--- src/rtl/exp_sa_pkg.sv ---
package exp_sa_pkg;

  // Guard fraction width used while building step constants at elaboration
  localparam int GUARD_FW = 61;

  // ln(1 + 2^-sh) as a fraction with fw bits, correctly rounded.
  // Series u - u^2/2 + u^3/3 - ... with u = 2^-sh, computed with GUARD_FW bits.
  function automatic logic [63:0] ln1p_pow2(input int sh, input int fw);
    logic [63:0] acc;
    logic [63:0] term;
    acc = '0;
    for (int k = 1; k <= GUARD_FW; k++) begin
      if (sh * k <= GUARD_FW) begin
        term = (64'd1 << (GUARD_FW - sh * k)) / 64'(k);
        if ((k % 2) == 1) acc = acc + term;
        else              acc = acc - term;
      end
    end
    return (acc + (64'd1 << (GUARD_FW - fw - 1))) >> (GUARD_FW - fw);
  endfunction

endpackage

--- src/rtl/exp_sa_stage.sv ---
module exp_sa_stage
  import exp_sa_pkg::*;
#(
  parameter int LW = 20,
  parameter int PW = 20,
  parameter int SH = 1
) (
  input  logic          clk,
  input  logic          rst_n,
  input  logic          v_i,
  input  logic [LW-1:0] res_i,
  input  logic [PW-1:0] man_i,
  output logic          v_o,
  output logic [LW-1:0] res_o,
  output logic [PW-1:0] man_o
);

  localparam logic [63:0]   KFULL = ln1p_pow2(SH, LW);
  localparam logic [LW-1:0] KSTEP = KFULL[LW-1:0];
  localparam int            MW    = PW + 2;

  logic          take;
  logic [MW-1:0] full;
  logic [MW-1:0] grown;
  logic [LW-1:0] res_n;
  logic [PW-1:0] man_n;
  logic          grown_unused;

  // next state: compare, subtract, shift-and-add with hidden one attached
  always_comb begin
    take  = (res_i >= KSTEP);
    full  = {2'b01, man_i};
    grown = full + (full >> SH);
    res_n = res_i;
    man_n = man_i;
    if (take) begin
      res_n = res_i - KSTEP;
      man_n = grown[MW-1] ? {PW{1'b1}} : grown[PW-1:0];
    end
  end

  assign grown_unused = grown[PW];

  // valid register
  always_ff @(posedge clk or negedge rst_n) begin
    if (!rst_n) v_o <= 1'b0;
    else        v_o <= v_i;
  end

  // data registers, enabled by the incoming strobe
  always_ff @(posedge clk) begin
    if (v_i) begin
      res_o <= res_n;
      man_o <= man_n;
    end
  end

endmodule

--- src/rtl/exp_sa_round.sv ---
module exp_sa_round #(
  parameter int PW = 20,
  parameter int YW = 16
) (
  input  logic [PW-1:0] man_i,
  output logic [YW-1:0] y_o
);

  generate
    if (PW > YW) begin : g_narrow
      localparam int DROP = PW - YW;
      logic [PW:0]     biased;
      logic            low_unused;
      always_comb begin
        biased = {1'b0, man_i} + ((PW+1)'(1) << (DROP - 1));
        y_o    = biased[PW] ? {YW{1'b1}} : biased[PW-1 -: YW];
      end
      assign low_unused = ^biased[DROP-1:0];
    end else begin : g_pass
      assign y_o = man_i;
    end
  endgenerate

endmodule

--- src/rtl/exp_sa_unit.sv ---
module exp_sa_unit #(
  parameter int XW  = 16,
  parameter int LW  = 20,
  parameter int PW  = 20,
  parameter int YW  = 16,
  parameter int NIT = 20
) (
  input  logic          clk,
  input  logic          rst_n,
  input  logic          x_vld,
  input  logic [XW-1:0] x,
  output logic          y_vld,
  output logic [YW-1:0] y
);

  logic [NIT:0]         vld_q;
  logic [NIT:0][LW-1:0] res_q;
  logic [NIT:0][PW-1:0] man_q;

  // stage 0: residual is x widened, product fraction is zero (E = 1.0)
  assign vld_q[0] = x_vld;
  assign man_q[0] = '0;
  generate
    if (LW > XW) begin : g_widen
      assign res_q[0] = {x, {(LW-XW){1'b0}}};
    end else begin : g_same
      assign res_q[0] = x;
    end
  endgenerate

  generate
    for (genvar k = 0; k < NIT; k++) begin : g_step
      exp_sa_stage #(
        .LW(LW),
        .PW(PW),
        .SH(k + 1)
      ) u_step (
        .clk  (clk),
        .rst_n(rst_n),
        .v_i  (vld_q[k]),
        .res_i(res_q[k]),
        .man_i(man_q[k]),
        .v_o  (vld_q[k+1]),
        .res_o(res_q[k+1]),
        .man_o(man_q[k+1])
      );
    end
  endgenerate

  exp_sa_round #(
    .PW(PW),
    .YW(YW)
  ) u_round (
    .man_i(man_q[NIT]),
    .y_o  (y)
  );

  assign y_vld = vld_q[NIT];

endmodule

--- config.mk ---
export PLATFORM = sky130hd
export DESIGN_NAME = exp_sa_unit
export DESIGN_NICKNAME = d
export VERILOG_FILES = /design/src/rtl/exp_sa_pkg.sv /design/src/rtl/exp_sa_stage.sv /design/src/rtl/exp_sa_round.sv /design/src/rtl/exp_sa_unit.sv
export SDC_FILE = /design/constraint.sdc
export NUM_CORES = 2
export LEC_CHECK = 0
export ABC_AREA = 1
export ABC_CLOCK_PERIOD_IN_PS = 6200
export BUFFER_PORTS_ARGS = -buffer_cell sky130_fd_sc_hd__buf_2
export CAP_MARGIN = 5
export CORE_ASPECT_RATIO = 1.4
export CORE_UTILIZATION = 35
export DETAILED_ROUTE_END_ITERATION = 7
export GPL_ROUTABILITY_DRIVEN = 0
export PLACE_DENSITY_LB_ADDON = 0.3
export SLEW_MARGIN = 20
export SYNTH_ARGS = -nofsm -noshare
export SYNTH_HDL_FRONTEND = slang
export SYNTH_HIERARCHICAL = 1
export SYNTH_SLANG_ARGS = --single-unit
--- constraint.sdc ---
create_clock -name clk -period 6.2 [get_ports clk]
set_input_delay 0.93 -clock clk [delete_from_list [all_inputs] [get_ports clk]]
set_output_delay 0.93 -clock clk [all_outputs]
set_load 0.01 [all_outputs]
==> results_dict.tcl <==
set metrics [dict create \
    critPathKind "register to output pin" \
    setup-violations-final 0 \
    multi_input_area_um2 28900 \
    cts.sinks 797 \
    max_freq_ghz 0.331 \
    holdCritPathClass "register to register" \
    cp_cell_sequence "nand3_1, nor2_1, nand3_1, nand2_1, nand3_1, buf_2" \
    first_pass_iters 7 \
    grt_usage_pct 16.7 \
    post-route-period-util_pct 48.8 \
    irDropWorstVdd_v 0.000256 \
    synth_area_um2 57800 \
    syn_inst 7518 \
    dr.first_iter.drc_count 2317 \
    wl_um 141000 \
    via_per_inst 4.82 \
    path_delay_family "simple AND/OR/NAND/NOR gates" \
    die_w_um 345 \
    worst_slew_pin_slew_ns 1.01 \
    worst_setup_path_start_kind "register" \
    cts_tree "done" \
    post-route-util_pct 38.5 \
    cp.arrival_ns 2.10 \
    hold_viol 0 \
    post-cts-setup-buffer-count 0 \
    dp_hpwl_um 114000 \
    crit_fanout 5 \
    cts_resized 0 \
    design_area_um2 63200 \
    insertion_delay_ns 0.70 \
    antenna_found_initial 1 \
    dieHeight_um 483 \
    gr-total-overflow 0 \
    power_density_nw_per_um2 414 \
    seq_area_um2 23800 \
    crit_top_cell "nand3_1" \
    skew_ns 0.0312 \
    ys_warn_count 6 \
    wl_per_cell_um 14.3 \
    slew_viol_final 0 \
    cp-end-kind "output pin" \
    post_dp_cell_area_um2 60200 \
    path_buf_inv 1 \
    grt_pass1_wl_um 227000 \
    start_util_pct 35.2 \
    reg2reg_slack_ns 3.46 \
    drc 0 \
    syn_avg_cell_area_um2 7.69 \
    core-area_um2 164000 \
    clockBufferDepth 3 \
    leakagePower_uw 0.0295 \
    final_layout_size_suffix_gt1_share_pct 8.79 \
    slew_headroom_pct 32.7 \
    clkTransAtPathRegs_ns 0.06 \
    port_buffers 35 \
    grt_max_degree 50 \
    dieArea_um2 167000 \
    root_buffer "clkbuf_16" \
    status "completed" \
    top_level_ports 36 \
    critPathMaxStageDelay_ns 0.46 \
    fillers 16600 \
    whs_ns 0.387 \
    num-nets-final 7896 \
    crit_slowest_cell "edfxtp_1" \
    num_rows 176 \
    area_growth_pct 9.28 \
    tns_ns 0 \
    period_minus_slack_ns 3.03 \
    critical_path_required_ns 5.27 \
    grt_pass1_vias 46700 \
    rsz0062_at_grt "false" \
    vias 47500 \
    cts_buffers 87 \
    htree_levels 3 \
    post_cts_hold_buffer_count 0 \
    max_cap_viol_count 0 \
    drtAntennaViolNets 0 \
]
==> final timing paths <==
check	from	end	cells past startpoint
max	g_step[19].u_step/man_o[5]$_DFFE_PP_	y[12]	6
min	g_step[1].u_step/v_o$_DFF_PN0_	g_step[2].u_step/v_o$_DFF_PN0_	0
max reg2reg	g_step[12].u_step/res_o[6]$_DFFE_PP_	g_step[13].u_step/man_o[2]$_DFFE_PP_	7
min reg2reg	g_step[1].u_step/v_o$_DFF_PN0_	g_step[2].u_step/v_o$_DFF_PN0_	0
max in group asynchronous	rst_n	g_step[16].u_step/v_o$_DFF_PN0_	1
min in group asynchronous	rst_n	g_step[6].u_step/v_o$_DFF_PN0_	1
==> power breakdown <==
group / internal (uW) / switching, uW
Sequential: 7800 / 1350
Clock: 3230 / 2200
Combinational: 4130 / 7460
==> layout by cell type (no fill, tap or decap), types with 20 or more instances in the layout <==
| cell type | n |
|---|---|
| a21oi_1 | 201 |
| xnor2_1 | 115 |
| conb_1 | 73 |
| nand3b_1 | 51 |
| xor2_1 | 164 |
| nor2_4 | 38 |
| inv_2 | 60 |
| o21ai_1 | 35 |
| nor3_1 | 81 |
| nand3_1 | 675 |
| clkbuf_16 | 87 |
| buf_2 | 35 |
| nand2_4 | 28 |
| nand3_2 | 91 |
| nor2_2 | 104 |
| o21ai_0 | 137 |
| nand2_1 | 2324 |
| nand4_1 | 123 |
| ha_1 | 221 |
| nand2_2 | 81 |
| nor2_1 | 761 |
| buf_4 | 20 |
| inv_1 | 1120 |
| clkbuf_1 | 25 |
| edfxtp_1 | 777 |
==> registers in the layout (all words and copies together), names as in the netlist <==
signal               cells
g_step.u_step/man_o    397
g_step.u_step/res_o    380
g_step.u_step/v_o       20
==> cell type report <==
type | count | share of cell area [%]
clock buffers | 121 | 3.79
multi-input cells | 5510 | 45.7
inverters | 1187 | 7.07
diodes | 1 | 0.00396
clock inverters | 42 | 0.977
flip-flops and latches | 797 | 37.7
well taps | 2136 | 4.23
repair buffers | 55 | 0.515
==> per-stage QoR <==
step	setup slack (ns)	power (uW)	std cells
floorplan	4.02	17700	7590
global placement	3.16	20500	9685
detailed placement	3.21	20700	9685
CTS	3.11	26200	9848
global route	3.02	28200	9849
finish	3.17	26200	9849
==> layer usage <==
| layer | track usage [%] | vias to the layer above | share of wire (%) |
|---|---|---|---|
| li1 | - | 24400 | - |
| met1 | 15.0 | 21700 | 35 |
| met2 | 34.9 | 911 | 57 |
| met3 | 1.75 | 429 | 2.7 |
| met4 | 9.97 | 0 | 5.8 |
| met5 | 0 | - | 0 |
No activity file was read; power rests on OpenSTA's default activity.
